File: config.mk
export PLATFORM = sky130hd
export DESIGN_NAME = sermem_dev
export DESIGN_NICKNAME = d
export VERILOG_FILES = /design/src/rtl/sm_pkg.sv /design/src/rtl/sm_sync.sv /design/src/rtl/sm_prog_timer.sv /design/src/rtl/sm_array.sv /design/src/rtl/sm_ctrl.sv /design/src/rtl/sermem_dev.sv
export SDC_FILE = /design/constraint.sdc
export NUM_CORES = 1
export LEC_CHECK = 0
export ABC_AREA = 1
export ABC_CLOCK_PERIOD_IN_PS = 1900
export BUFFER_PORTS_ARGS = -buffer_cell sky130_fd_sc_hd__buf_2
export CAP_MARGIN = 20
export CORE_UTILIZATION = 33
export CTS_CLUSTER_DIAMETER = 120
export DETAILED_ROUTE_END_ITERATION = 16
export PLACE_DENSITY = 0.54
export SKIP_LAST_GASP = 1
export SLEW_MARGIN = 25
export SYNTH_ARGS = -nofsm -noshare
export SYNTH_HDL_FRONTEND = slang
export SYNTH_SLANG_ARGS = --single-unit
export TNS_END_PERCENT = 30
File: constraint.sdc
create_clock -name clk -period 1.9 [get_ports clk]
set_input_delay 0.19 -clock clk [delete_from_list [all_inputs] [get_ports clk]]
set_output_delay 0.19 -clock clk [all_outputs]
set_load 0.1 [all_outputs]
File: src/rtl/sm_pkg.sv
package sm_pkg;
   typedef enum logic [2:0] {
      ST_IDLE, ST_WAIT, ST_HDR, ST_DIN, ST_RD, ST_STAT, ST_DONE
   } sm_state_e;

   typedef enum logic [2:0] {
      MOP_NONE, MOP_WRITE1, MOP_ERASE1, MOP_WRALL, MOP_ERALL
   } mem_op_e;

   // opcode that follows the start bit
   localparam logic [1:0] OP_READ  = 2'b10;
   localparam logic [1:0] OP_WRITE = 2'b01;
   localparam logic [1:0] OP_ERASE = 2'b11;
   // sub-codes in the top address bits when the opcode is 00
   localparam logic [1:0] SUB_ENABLE  = 2'b11;
   localparam logic [1:0] SUB_DISABLE = 2'b00;
   localparam logic [1:0] SUB_ERALL   = 2'b10;
   localparam logic [1:0] SUB_WRALL   = 2'b01;
endpackage

File: src/rtl/sm_sync.sv
module sm_sync #(
   parameter int W      = 3,
   parameter int STAGES = 2
) (
   input  logic         clk,
   input  logic         rst_n,
   input  logic [W-1:0] d_i,
   output logic [W-1:0] q_o
);
   if (STAGES < 2) begin : g_bad_depth
      $error("sm_sync: STAGES must be at least 2");
   end

   logic [STAGES-1:0][W-1:0] pipe_q;

   always_ff @(posedge clk or negedge rst_n) begin
      if (!rst_n) pipe_q <= '0;
      else        pipe_q <= {pipe_q[STAGES-2:0], d_i};
   end

   assign q_o = pipe_q[STAGES-1];
endmodule

File: src/rtl/sm_prog_timer.sv
module sm_prog_timer #(
   parameter int PROG_CYCLES = 100
) (
   input  logic clk,
   input  logic rst_n,
   input  logic start_i,
   output logic busy_o
);
   localparam int CW = $clog2(PROG_CYCLES + 1);

   if (PROG_CYCLES < 1) begin : g_bad_time
      $error("sm_prog_timer: PROG_CYCLES must be positive");
   end

   logic [CW-1:0] cnt_q;

   always_ff @(posedge clk or negedge rst_n) begin
      if (!rst_n)              cnt_q <= '0;
      else if (start_i)        cnt_q <= CW'(PROG_CYCLES);
      else if (cnt_q != '0)    cnt_q <= cnt_q - 1'b1;
   end

   assign busy_o = (cnt_q != '0);

   AST_BUSY_COUNTDOWN: assert property (@(posedge clk) disable iff (!rst_n)
      (cnt_q != '0 && !start_i) |=> (cnt_q == $past(cnt_q) - 1'b1));
endmodule

File: src/rtl/sm_array.sv
module sm_array
   import sm_pkg::*;
#(
   parameter int STORE_BYTES = 32,
   parameter int AW_MAX      = 9,
   parameter int DW_MAX      = 16
) (
   input  logic              clk,
   input  logic              rst_n,
   input  logic              wide_i,
   input  mem_op_e           mop_i,
   input  logic [AW_MAX-1:0] waddr_i,
   input  logic [DW_MAX-1:0] wdata_i,
   input  logic [AW_MAX-1:0] raddr_i,
   output logic [DW_MAX-1:0] rdata_o
);
   localparam int SB = $clog2(STORE_BYTES);
   localparam int BW = DW_MAX / 2;

   if (STORE_BYTES < 4 || (1 << SB) != STORE_BYTES || STORE_BYTES > (1 << AW_MAX))
   begin : g_bad_store
      $error("sm_array: STORE_BYTES must be a power of two in [4, 2**AW_MAX]");
   end

   logic [STORE_BYTES-1:0][BW-1:0] bytes_w;

   for (genvar i = 0; i < STORE_BYTES; i++) begin : g_byte
      localparam logic [SB-1:0] IDX = SB'(i);
      logic          hit;
      logic [BW-1:0] val;
      logic [BW-1:0] byte_q;

      always_comb begin
         hit = wide_i ? (IDX[SB-1:1] == waddr_i[SB-2:0]) : (IDX == waddr_i[SB-1:0]);
         val = (wide_i && !IDX[0]) ? wdata_i[DW_MAX-1:BW] : wdata_i[BW-1:0];
      end

      always_ff @(posedge clk or negedge rst_n) begin
         if (!rst_n) byte_q <= '1;
         else begin
            case (mop_i)
               MOP_WRITE1: if (hit) byte_q <= val;
               MOP_ERASE1: if (hit) byte_q <= '1;
               MOP_WRALL:  byte_q <= val;
               MOP_ERALL:  byte_q <= '1;
               default: ;
            endcase
         end
      end

      assign bytes_w[i] = byte_q;
   end

   assign rdata_o = wide_i
      ? {bytes_w[{raddr_i[SB-2:0], 1'b0}], bytes_w[{raddr_i[SB-2:0], 1'b1}]}
      : {bytes_w[raddr_i[SB-1:0]], {BW{1'b0}}};

   logic unused_addr_hi;
   assign unused_addr_hi = ^{waddr_i[AW_MAX-1:SB-1], raddr_i[AW_MAX-1:SB-1]};
endmodule

File: src/rtl/sm_ctrl.sv
module sm_ctrl
   import sm_pkg::*;
#(
   parameter int AW_MAX = 9,
   parameter int DW_MAX = 16
) (
   input  logic              clk,
   input  logic              rst_n,
   input  logic              sel_i,
   input  logic              sck_rise_i,
   input  logic              sdi_i,
   input  logic              wide_i,
   input  logic              busy_i,
   input  logic [DW_MAX-1:0] rdata_i,
   output logic [AW_MAX-1:0] raddr_o,
   output logic [AW_MAX-1:0] waddr_o,
   output logic [DW_MAX-1:0] wdata_o,
   output mem_op_e           mop_o,
   output logic              sdo_o,
   output logic              drive_o
);
   localparam int HW = AW_MAX + 2;
   localparam int CW = $clog2(HW + DW_MAX);

   sm_state_e         st_q;
   mem_op_e           mop_q;
   logic [HW-2:0]     hdr_q;
   logic [CW-1:0]     cnt_q, rcnt_q;
   logic [DW_MAX-1:0] din_q, rsh_q;
   logic [AW_MAX-1:0] ra_q, wa_q;
   logic              wen_q, all_q, sdo_q, drv_q;

   logic [HW-1:0]     hdr_nx;
   logic [DW_MAX-1:0] din_nx;
   logic [1:0]        op, sub;
   logic [AW_MAX-1:0] addr, ra_inc;
   logic [CW-1:0]     hdr_last, dat_last;

   always_comb begin
      hdr_nx   = {hdr_q, sdi_i};
      din_nx   = {din_q[DW_MAX-2:0], sdi_i};
      op       = wide_i ? hdr_nx[AW_MAX:AW_MAX-1] : hdr_nx[AW_MAX+1:AW_MAX];
      addr     = wide_i ? {1'b0, hdr_nx[AW_MAX-2:0]} : hdr_nx[AW_MAX-1:0];
      sub      = wide_i ? addr[AW_MAX-2:AW_MAX-3] : addr[AW_MAX-1:AW_MAX-2];
      hdr_last = wide_i ? CW'(HW - 2) : CW'(HW - 1);
      dat_last = wide_i ? CW'(DW_MAX - 1) : CW'(DW_MAX / 2 - 1);
      ra_inc   = wide_i ? {1'b0, ra_q[AW_MAX-2:0] + 1'b1} : ra_q + 1'b1;
   end

   always_ff @(posedge clk or negedge rst_n) begin
      if (!rst_n) begin
         st_q <= ST_IDLE;  mop_q <= MOP_NONE;
         hdr_q <= '0;      cnt_q <= '0;  rcnt_q <= '0;
         din_q <= '0;      rsh_q <= '0;
         ra_q <= '0;       wa_q <= '0;
         wen_q <= 1'b0;    all_q <= 1'b0; sdo_q <= 1'b0; drv_q <= 1'b0;
      end else begin
         mop_q <= MOP_NONE;
         if (!sel_i) begin
            st_q  <= ST_IDLE;
            drv_q <= 1'b0;
         end else begin
            case (st_q)
               ST_IDLE: begin
                  if (busy_i) begin
                     st_q <= ST_STAT; drv_q <= 1'b1; sdo_q <= 1'b0;
                  end else st_q <= ST_WAIT;
               end
               ST_WAIT: if (sck_rise_i && sdi_i) begin
                  st_q <= ST_HDR; cnt_q <= '0;
               end
               ST_HDR: if (sck_rise_i) begin
                  hdr_q <= hdr_nx[HW-2:0];
                  cnt_q <= cnt_q + 1'b1;
                  if (cnt_q == hdr_last) begin
                     cnt_q <= '0;
                     st_q  <= ST_DONE;
                     wa_q  <= addr;
                     case (op)
                        OP_READ: begin
                           st_q <= ST_RD; ra_q <= addr; rcnt_q <= '0;
                           sdo_q <= 1'b0; drv_q <= 1'b1;
                        end
                        OP_WRITE: if (wen_q) begin st_q <= ST_DIN; all_q <= 1'b0; end
                        OP_ERASE: if (wen_q) mop_q <= MOP_ERASE1;
                        default: begin
                           case (sub)
                              SUB_ENABLE:  wen_q <= 1'b1;
                              SUB_DISABLE: wen_q <= 1'b0;
                              SUB_ERALL:   if (wen_q) mop_q <= MOP_ERALL;
                              default:     if (wen_q) begin st_q <= ST_DIN; all_q <= 1'b1; end
                           endcase
                        end
                     endcase
                  end
               end
               ST_DIN: if (sck_rise_i) begin
                  din_q <= din_nx;
                  cnt_q <= cnt_q + 1'b1;
                  if (cnt_q == dat_last) begin
                     st_q  <= ST_DONE;
                     mop_q <= all_q ? MOP_WRALL : MOP_WRITE1;
                  end
               end
               ST_RD: if (sck_rise_i) begin
                  if (rcnt_q == '0) begin
                     sdo_q  <= rdata_i[DW_MAX-1];
                     rsh_q  <= {rdata_i[DW_MAX-2:0], 1'b0};
                     rcnt_q <= dat_last;
                     ra_q   <= ra_inc;
                  end else begin
                     sdo_q  <= rsh_q[DW_MAX-1];
                     rsh_q  <= {rsh_q[DW_MAX-2:0], 1'b0};
                     rcnt_q <= rcnt_q - 1'b1;
                  end
               end
               ST_STAT: sdo_q <= ~busy_i;
               default: ;
            endcase
         end
      end
   end

   assign raddr_o = ra_q;
   assign waddr_o = wa_q;
   assign wdata_o = din_q;
   assign mop_o   = mop_q;
   assign sdo_o   = sdo_q;
   assign drive_o = drv_q;

   AST_READ_DUMMY_ZERO: assert property (@(posedge clk) disable iff (!rst_n)
      (st_q == ST_RD && $past(st_q) != ST_RD) |-> !sdo_q);
   AST_LOCKED_NO_PROG: assert property (@(posedge clk) disable iff (!rst_n)
      (mop_q != MOP_NONE) |-> wen_q);
   AST_NO_START_WHILE_BUSY: assert property (@(posedge clk) disable iff (!rst_n)
      (mop_q != MOP_NONE) |-> !busy_i);
   AST_IDLE_NOT_DRIVING: assert property (@(posedge clk) disable iff (!rst_n)
      (st_q == ST_IDLE) |-> !drv_q);
endmodule

File: src/rtl/sermem_dev.sv
module sermem_dev
   import sm_pkg::*;
#(
   parameter int STORE_BYTES = 32,
   parameter int PROG_CYCLES = 100,
   parameter int SYNC_STAGES = 2,
   parameter int ADDR_W      = 9,
   parameter int DATA_W      = 16
) (
   input  logic clk,
   input  logic rst_n,
   input  logic sel_i,
   input  logic sclk_i,
   input  logic sdi_i,
   input  logic wide_i,
   output logic sdo_o,
   output logic sdo_en_o
);
   logic [2:0]        syn;
   logic              sck_d, sck_rise, busy, drive;
   mem_op_e           mop;
   logic [ADDR_W-1:0] raddr, waddr;
   logic [DATA_W-1:0] rdata, wdata;

   sm_sync #(.W(3), .STAGES(SYNC_STAGES)) u_sync (
      .clk(clk), .rst_n(rst_n),
      .d_i({sel_i, sclk_i, sdi_i}), .q_o(syn)
   );

   always_ff @(posedge clk or negedge rst_n) begin
      if (!rst_n) sck_d <= 1'b0;
      else        sck_d <= syn[1];
   end
   assign sck_rise = syn[1] & ~sck_d;

   sm_ctrl #(.AW_MAX(ADDR_W), .DW_MAX(DATA_W)) u_ctrl (
      .clk(clk), .rst_n(rst_n),
      .sel_i(syn[2]), .sck_rise_i(sck_rise), .sdi_i(syn[0]),
      .wide_i(wide_i), .busy_i(busy), .rdata_i(rdata),
      .raddr_o(raddr), .waddr_o(waddr), .wdata_o(wdata),
      .mop_o(mop), .sdo_o(sdo_o), .drive_o(drive)
   );

   sm_prog_timer #(.PROG_CYCLES(PROG_CYCLES)) u_timer (
      .clk(clk), .rst_n(rst_n),
      .start_i(mop != MOP_NONE), .busy_o(busy)
   );

   sm_array #(.STORE_BYTES(STORE_BYTES), .AW_MAX(ADDR_W), .DW_MAX(DATA_W)) u_array (
      .clk(clk), .rst_n(rst_n), .wide_i(wide_i), .mop_i(mop),
      .waddr_i(waddr), .wdata_i(wdata), .raddr_i(raddr), .rdata_o(rdata)
   );

   // raw select gates the enable so high impedance follows select at once
   assign sdo_en_o = sel_i & drive;
endmodule

# Word level (Yosys, flattened, before mapping)
# Index checks and enable logic that the tools add are counted.
# Widths: inputs -> output; s select.
[word_totals]
wordCells = 471
input_bits = 6
register_bits = 346
[classes]
n_reduce_logical = 62
add_sub_neg = 5
magnitude_cmp = 3
n_mux = 202
n_eq_ne = 144
bitwise_logic = 6
[ops]
columns = ["cell", "count"]
rows = [
  ["$pmux 8 s4", 32],
  ["$mux 8", 68],
  ["$ne 2x1->1 const B", 73],
  ["$reduce_and 3->1", 35],
  ["$eq 5x5->1 const A", 16],
  ["$bmux 8 s4", 2],
  ["$mux 9", 7],
  ["$mux 3", 16],
  ["$mux 1", 46],
  ["$mux 5", 9],
  ["$bmux 8 s5", 1],
  ["$eq 4x5->1 const A", 8],
  ["$eq 4x4->1 const A", 8],
  ["$mux 16", 2],
  ["$ne 3x2->1 const B", 7],
  ["$reduce_and 7->1", 3],
  ["$eq 3x5->1 const A", 4],
  ["$lt 5x6->1 const B", 3],
  ["$pmux 9 s2", 1],
  ["$reduce_and 6->1", 3],
  ["$eq 3x4->1 const A", 4],
  ["$pmux 5 s3", 1],
  ["$mux 7", 2],
  ["$eq 3x2->1 const B", 4],
  ["39 further kinds", 67],
]

# Depth between registers and ports, before layout
[depth]
ltp_word = 10
mapped_depth = 15
ltp_nobuf = 13

# Cells and area by module
# Synthesis repeated with hierarchy kept, for this count alone.
[hier_totals]
hier_cells = 2567
hier_area_um2 = 19975.4
[modules_own_cells]
columns = ["mod", "instances", "area_per_inst_um2", "seq_area_each_um2", "cells_each"]
rows = [
  ["sm_array", 1, 15197.1, 6726.5, 2002],
  ["sm_ctrl", 1, 4165.2, 1976.9, 499],
  ["sm_prog_timer", 1, 389.1, 175.2, 49],
  ["sm_sync", 1, 172.7, 150.1, 9],
  ["sermem_dev", 1, 51.3, 25.0, 8],
]

# Least setup slack after synthesis
# No wires, ideal clock.
[synth_timing]
kind = "reg-to-reg"
from = "reg u_ctrl.rcnt_q[0]"
to = "reg u_ctrl.rsh_q[13]"
arrival_time_ns = 1.630
setup_ns = 0.072
stages_incl_launch_ff = 12
t_required_ns = 1.828
path_slack_ns = 0.199
period_less_slack_ns = 1.701
path_cell_list = "dfrtp_1 inv_1 ha_1 nand2_1 nor2_1 nand2_1 nor2_1 buf_2 nand3_1 nand3_1 a21oi_1 nor2_1"
[synth_between]
elab_chain_cells = 2
[synth_rtl]
columns = ["item", "line", "text"]
rows = [
  ["start: declaration", "sm_ctrl.sv:28", "logic [CW-1:0] cnt_q, rcnt_q;"],
  ["start signal: assignment", "sm_ctrl.sv:109", "rcnt_q <= dat_last;"],
  ["start signal: assignment", "sm_ctrl.sv:114", "rcnt_q <= rcnt_q - 1'b1;"],
  ["$logic_not 5->1", "sm_ctrl.sv:106", "if (rcnt_q == '0) begin"],
  ["$mux 16", "sm_ctrl.sv:106", ""],
  ["end signal: assignment", "sm_ctrl.sv:108", "rsh_q <= {rdata_i[DW_MAX-2:0], 1'b0};"],
  ["end signal: assignment", "sm_ctrl.sv:113", "rsh_q <= {rsh_q[DW_MAX-2:0], 1'b0};"],
  ["end: declaration", "sm_ctrl.sv:29", "logic [DW_MAX-1:0] din_q, rsh_q;"],
]
# No other way between the ends.
# A chain may end at the register's enable or synchronous reset.

# Worst setup path in the final report
[layout_timing]
from = "reg u_ctrl.ra_q[0], in the netlist u_ctrl.raddr_o[0]"
to = "reg u_ctrl.rsh_q[9]"
[layout_between]
elab_chain_cells = 4
[layout_rtl]
columns = ["item", "line", "text"]
rows = [
  ["start: declaration", "sm_ctrl.sv:30", "logic [AW_MAX-1:0] ra_q, wa_q;"],
  ["start signal: assignment", "sm_ctrl.sv:110", "ra_q <= ra_inc;"],
  ["$bmux 8 s5 / $bmux 8 s4 (equally long branches)", "sm_array.sv:56, sm_array.sv:55", ""],
  ["$mux 8, on equally long branches", "sm_array.sv:56, sm_array.sv:55", ""],
  ["$mux 16 *", "sm_array.sv:55", "? {bytes_w[{raddr_i[SB-2:0], 1'b0}], bytes_w[{raddr_i[SB-2:0], 1'b1}]}"],
  ["$mux 16 *", "sm_ctrl.sv:106", ""],
]
# Mark *: on every way between the ends. The rest lies on a longest branch, timed or not. The select of a mux whose other input is x is not followed.

==> impl_metrics.py <==
metrics = {
    "outcome": {
        "status": "complete, but fails checks",
        "failing_checks": "negative setup slack",
    },
    "routing": {
        "detail_route.wirelength.met1_um": 32100,
        "detail_route.first_pass.iterations": 6,
        "detail_route.wirelength_um": 73700,
        "avgRoutedWirePerCell_um": 21.7,
        "route.met2.wl_um": 33400,
        "drcViolationCount": 0,
        "vias": 18100,
        "route.met3.wl_um": 5230,
        "top_layer": "met4",
        "drtAntennaViolNets": 0,
        "vias_per_cell": 5.34,
        "detail_route.iter0.violations": 1831,
    },
    "setup_path": {
        "slowest_stage": "sky130_fd_sc_hd__dfrtp_4",
        "crit_fanout": 6,
        "crit_path_cell_trace": "buf_6 -> clkbuf_16 -> buf_4 -> nand2_1 -> o21ai_1 -> a211oi_1 -> nand2_1 -> nand2_2 -> nand2_1 -> a21oi_1 -> nor2_1",
        "cp_data_required_time_ns": 2.37,
        "worst_path_dominant_cell_family": "flip-flops",
        "critPathMostFrequentCell": "sky130_fd_sc_hd__nand2_1",
        "reg_to_reg_critical_path_startpoint": "u_ctrl.raddr_o[0]",
        "worstPathBufferInverterCount": 3,
        "startpoint_type": "flop",
        "crit_path_end_kind": "flop",
        "worst_setup_path_startpoint": "u_ctrl.raddr_o[0]",
        "criticalPathCategory": "reg2reg",
        "timing.critical_path.slowest_cell_delay_ns": 0.54,
        "crit_arrival_ns": 2.42,
    },
    "global_routing": {
        "globalRouteTotalUtil_pct": 25.5,
        "grt_overflow": 0,
        "maximum_number_of_pins_on_one_net_before_global_route_repair": 72,
        "antenna_violations_before_repair": 1,
        "first_global_vias": 17300,
        "wire_length_of_the_first_global_routing_pass_um": 110000,
    },
    "finish": {
        "nets": 2621,
        "layout.cells.non_filler": 3397,
        "final_util_pct": 40.8,
        "drive_gt1_share_pct": 22.2,
        "antenna_cells_inserted": 0,
        "area_delta_synth_final_pct": 21.9,
    },
    "power": {
        "vdd.ir_drop.worst_v": 0.000760,
        "power_mw": 28.6,
        "comb_power_share_pct": 40.6,
        "switching_share_pct": 38.9,
        "power_report.internal_total_mw": 17.5,
        "p_per_area_nw_per_um2": 1240,
        "p_leak_nw": 10.2,
        "seqPwrFrac_pct": 29.7,
        "net_switching_power_mw": 11.1,
        "clock_power_share_pct": 29.7,
    },
    "place": {
        "gpl.final_weighted_congestion": 0.900,
        "dp_cells": 3292,
        "place.port_buffers": 7,
        "hpwl_um": 51200,
    },
    "logic_synthesis": {
        "ys_ff_latch": 341,
        "combined_area_of_all_synthesized_cells_um2": 18900,
        "async_flop_share_pct": 100,
        "synth_adder_area_share_pct": 0.464,
        "edff_count_synth": 0,
        "synthesis.instances": 2542,
        "ys_warn_count": 0,
        "synth_top_family_by_area": "simple AND/OR/NAND/NOR gates",
        "yosys.area_share.xor_xnor_pct": 0.139,
        "post_synth_mux_area_share_pct": 0.0530,
        "netlist-cell-type-count": 47,
        "net_count_after_synthesis": 2555,
        "synth_simple_gate_area_share_pct": 27.2,
        "synth_area_per_cell_um2": 7.43,
        "synth_flop_cell": "sky130_fd_sc_hd__dfstp_2",
        "seq_area_frac_synth_pct": 46.9,
        "synth_compound_gate_area_share_pct": 17.0,
    },
    "sta": {
        "setup_total_negative_slack_ns": -0.161,
        "finalHoldViolations": 0,
        "report.final.setup_viol": 6,
        "finalClockSkew_ns": 0.0377,
        "timing_max_transition_violations_final": 0,
        "min_cycle_time_layout_ns": 1.95,
        "maxClockFrequency_mhz": 512,
        "transition_time_of_the_tightest_slew_check_pin_ns": 0.499,
        "worst_slew_margin_relative_to_its_limit_pct": 66.5,
        "timing.final.crit_share_pct": 103,
        "timing.final.ws_setup_ns": -0.0528,
        "grt_setup_unrepaired": "true",
    },
    "clock_network": {
        "clk_path_buf_depth": 3,
        "clock_insertion_delay_worst_skew_ns": 0.59,
        "cts_buffers": 42,
        "tritoncts_clock_tree": "yes",
        "clock_tree.htree_level_count": 2,
        "clkSinkCount": 341,
        "clockRootBuffer": "sky130_fd_sc_hd__clkbuf_16",
        "clock_pin_slew_reported_for_the_worst_setup_and_hold_paths_after_clock_tree_synthesis_ns": 0.06,
    },
    "floorplan": {
        "core_um2": 56500,
        "placementRows": 87,
        "initial_utilization_pct": 33.4,
        "floorplan.die.height_um": 241,
        "dieWidth_um": 241,
        "dieArea_um2": 58200,
        "ioPinCount": 8,
    },
    "hold_path": {
        "hold_path_class": "in2async",
    },
    "run": {
        "maxCapViolations": 0,
    },
}
==> cell type report <==
cell class	count	area [um2]
Clock buffer	66	1310
Clock inverter	11	139
Fill cell	5773	33500
Timing Repair Buffer	172	2240
Inverter	219	862
Sequential cell	341	8860
Tap cell	756	946
Multi-Input combinational cell	1832	8670
==> power by group through the flow <==
stage	Clock [mW]	Combinational, mW	Sequential [mW]
2_1_floorplan	0	6.33	8.43
3_3_place_gp	0	10.3	8.53
3_5_place_dp	0	10.4	8.55
4_1_cts	8.65	10.6	8.44
5_1_grt	8.90	12.5	8.54
6_report	8.49	11.6	8.47
==> registers in the layout (all words and copies together) (netlist names), 5 cells and up <==
name	count
u_array.g_byte.byte_q	256
u_ctrl.cnt_q	5
u_ctrl.hdr_q	10
u_ctrl.raddr_o	5
u_ctrl.rcnt_q	5
u_ctrl.rsh_q	15
u_ctrl.waddr_o	5
u_ctrl.wdata_o	16
u_timer.cnt_q	7
==> synthesized netlist by cell type, types with 3 or more instances <==
library cell / instances / area [um2]
sky130_fd_sc_hd__nor2_4: 4 / 45.0
sky130_fd_sc_hd__clkbuf_1: 54 / 203
sky130_fd_sc_hd__o21ai_0: 254 / 1270
sky130_fd_sc_hd__o21a_1: 4 / 30.0
sky130_fd_sc_hd__dfstp_2: 256 / 6730
sky130_fd_sc_hd__a21oi_1: 84 / 420
sky130_fd_sc_hd__ha_1: 7 / 87.6
sky130_fd_sc_hd__o21ai_1: 18 / 90.1
sky130_fd_sc_hd__dfrtp_1: 85 / 2130
sky130_fd_sc_hd__clkinv_1: 4 / 15.0
sky130_fd_sc_hd__a31oi_1: 81 / 507
sky130_fd_sc_hd__o211ai_1: 85 / 638
sky130_fd_sc_hd__nor2_1: 144 / 541
sky130_fd_sc_hd__nand3_1: 214 / 1070
sky130_fd_sc_hd__buf_1: 5 / 18.8
sky130_fd_sc_hd__nand2_4: 4 / 45.0
sky130_fd_sc_hd__nand4_1: 3 / 18.8
sky130_fd_sc_hd__nand2_1: 876 / 3290
sky130_fd_sc_hd__buf_4: 16 / 120
sky130_fd_sc_hd__inv_1: 191 / 717
sky130_fd_sc_hd__inv_2: 23 / 86.3
sky130_fd_sc_hd__a21boi_0: 4 / 30.0
sky130_fd_sc_hd__nand2_2: 3 / 18.8
sky130_fd_sc_hd__buf_2: 72 / 360
sky130_fd_sc_hd__nor3_1: 8 / 40.0
sky130_fd_sc_hd__o22ai_1: 5 / 31.3
sky130_fd_sc_hd__a211oi_1: 9 / 67.6
==> worst reg2reg max path: stages, from the launching register on <==
cell	delay, ns
sky130_fd_sc_hd__dfrtp_4	0.54
sky130_fd_sc_hd__buf_6	0.15
sky130_fd_sc_hd__clkbuf_16	0.15
sky130_fd_sc_hd__buf_4	0.13
sky130_fd_sc_hd__nand2_1	0.09
sky130_fd_sc_hd__o21ai_1	0.08
sky130_fd_sc_hd__a211oi_1	0.25
sky130_fd_sc_hd__nand2_1	0.12
sky130_fd_sc_hd__nand2_2	0.10
sky130_fd_sc_hd__nand2_1	0.06
sky130_fd_sc_hd__a21oi_1	0.12
sky130_fd_sc_hd__nor2_1	0.05
==> path summary, 6_finish.rpt <==
path / to / slack, ns / cells after the start
worst max-delay path: u_ctrl.rsh_q[9] / -0.05 / 11
worst min-delay path: u_ctrl.rsh_q[6] / 0.17 / 2
worst max register to register: u_ctrl.rsh_q[9] / -0.05 / 11
worst min register to register: u_sync.q_o[2] / 0.35 / 0
max in group asynchronous: u_array.g_byte[19].byte_q[3] / 0.98 / 3
min in group clk: u_sync.pipe_q[1] / 0.27 / 2
==> metrics by stage <==
stage               hold WS (ns)  area [um2]  setup WS (ns)
finish                     0.169       23000        -0.0528
CTS                        0.158       22500        -0.0144
detailed placement         0.172       20900        -0.0710
global route               0.197       23000         -0.116
floorplan                 -0.106       18900          0.199
global placement           0.176       20900        -0.0590
==> layer usage <==
metal,global-route usage [%],vias up
li1,-,8496
met1,34.7,8793
met2,40.2,696
met3,3.96,145
met4,10.3,0
met5,0,-
==> logic make-up (layout without fill, tap and decap cells) <==
group	count (synthesis)	count (layout)
DFF	341	341
muxes	1	1
and+or+nand+nor	1265	1265
xor gates and xnor gates	3	3
buffers and inverters	369	468
adders and majority gates	7	7
AOI/OAI and AO/OA	556	556
==> timing repair <==
item,4_1_cts,5_1_grt
hold buffers,4,0
hold endpoints to repair,89,0
endpoints found under the setup margin,3,165
gates resized for setup,5,84
pin swaps,3,35
buffers inserted,4,11
gates cloned,1,8
==> layout by cell type (no fill, tap or decap), types with 3 or more instances in the layout <==
master	count
sky130_fd_sc_hd__o21ai_0	245
sky130_fd_sc_hd__a211oi_1	8
sky130_fd_sc_hd__inv_2	17
sky130_fd_sc_hd__inv_1	188
sky130_fd_sc_hd__nor2_4	4
sky130_fd_sc_hd__nor2_2	3
sky130_fd_sc_hd__buf_4	87
sky130_fd_sc_hd__ha_1	6
sky130_fd_sc_hd__o211ai_1	85
sky130_fd_sc_hd__dlygate4sd3_1	4
sky130_fd_sc_hd__a21oi_1	82
sky130_fd_sc_hd__buf_12	60
sky130_fd_sc_hd__nand2_1	857
sky130_fd_sc_hd__a21boi_0	4
sky130_fd_sc_hd__o21ai_1	25
sky130_fd_sc_hd__nand4_1	3
sky130_fd_sc_hd__buf_2	6
sky130_fd_sc_hd__bufinv_16	3
sky130_fd_sc_hd__buf_6	4
sky130_fd_sc_hd__clkinv_1	4
sky130_fd_sc_hd__a31oi_1	81
sky130_fd_sc_hd__o21ai_2	3
sky130_fd_sc_hd__clkbuf_1	11
sky130_fd_sc_hd__clkbuf_16	53
sky130_fd_sc_hd__nor3_1	8
sky130_fd_sc_hd__clkinv_2	6
sky130_fd_sc_hd__nand3_2	18
sky130_fd_sc_hd__clkinvlp_4	3
sky130_fd_sc_hd__dfstp_2	256
sky130_fd_sc_hd__o22ai_1	5
sky130_fd_sc_hd__nand2_4	8
sky130_fd_sc_hd__nor2_1	141
sky130_fd_sc_hd__nand2_2	18
sky130_fd_sc_hd__nand3_1	197
sky130_fd_sc_hd__o21a_1	4
sky130_fd_sc_hd__clkbuf_8	10
sky130_fd_sc_hd__inv_4	5
sky130_fd_sc_hd__dfrtp_1	83
Note: power is estimated with default switching activity, not from simulation.
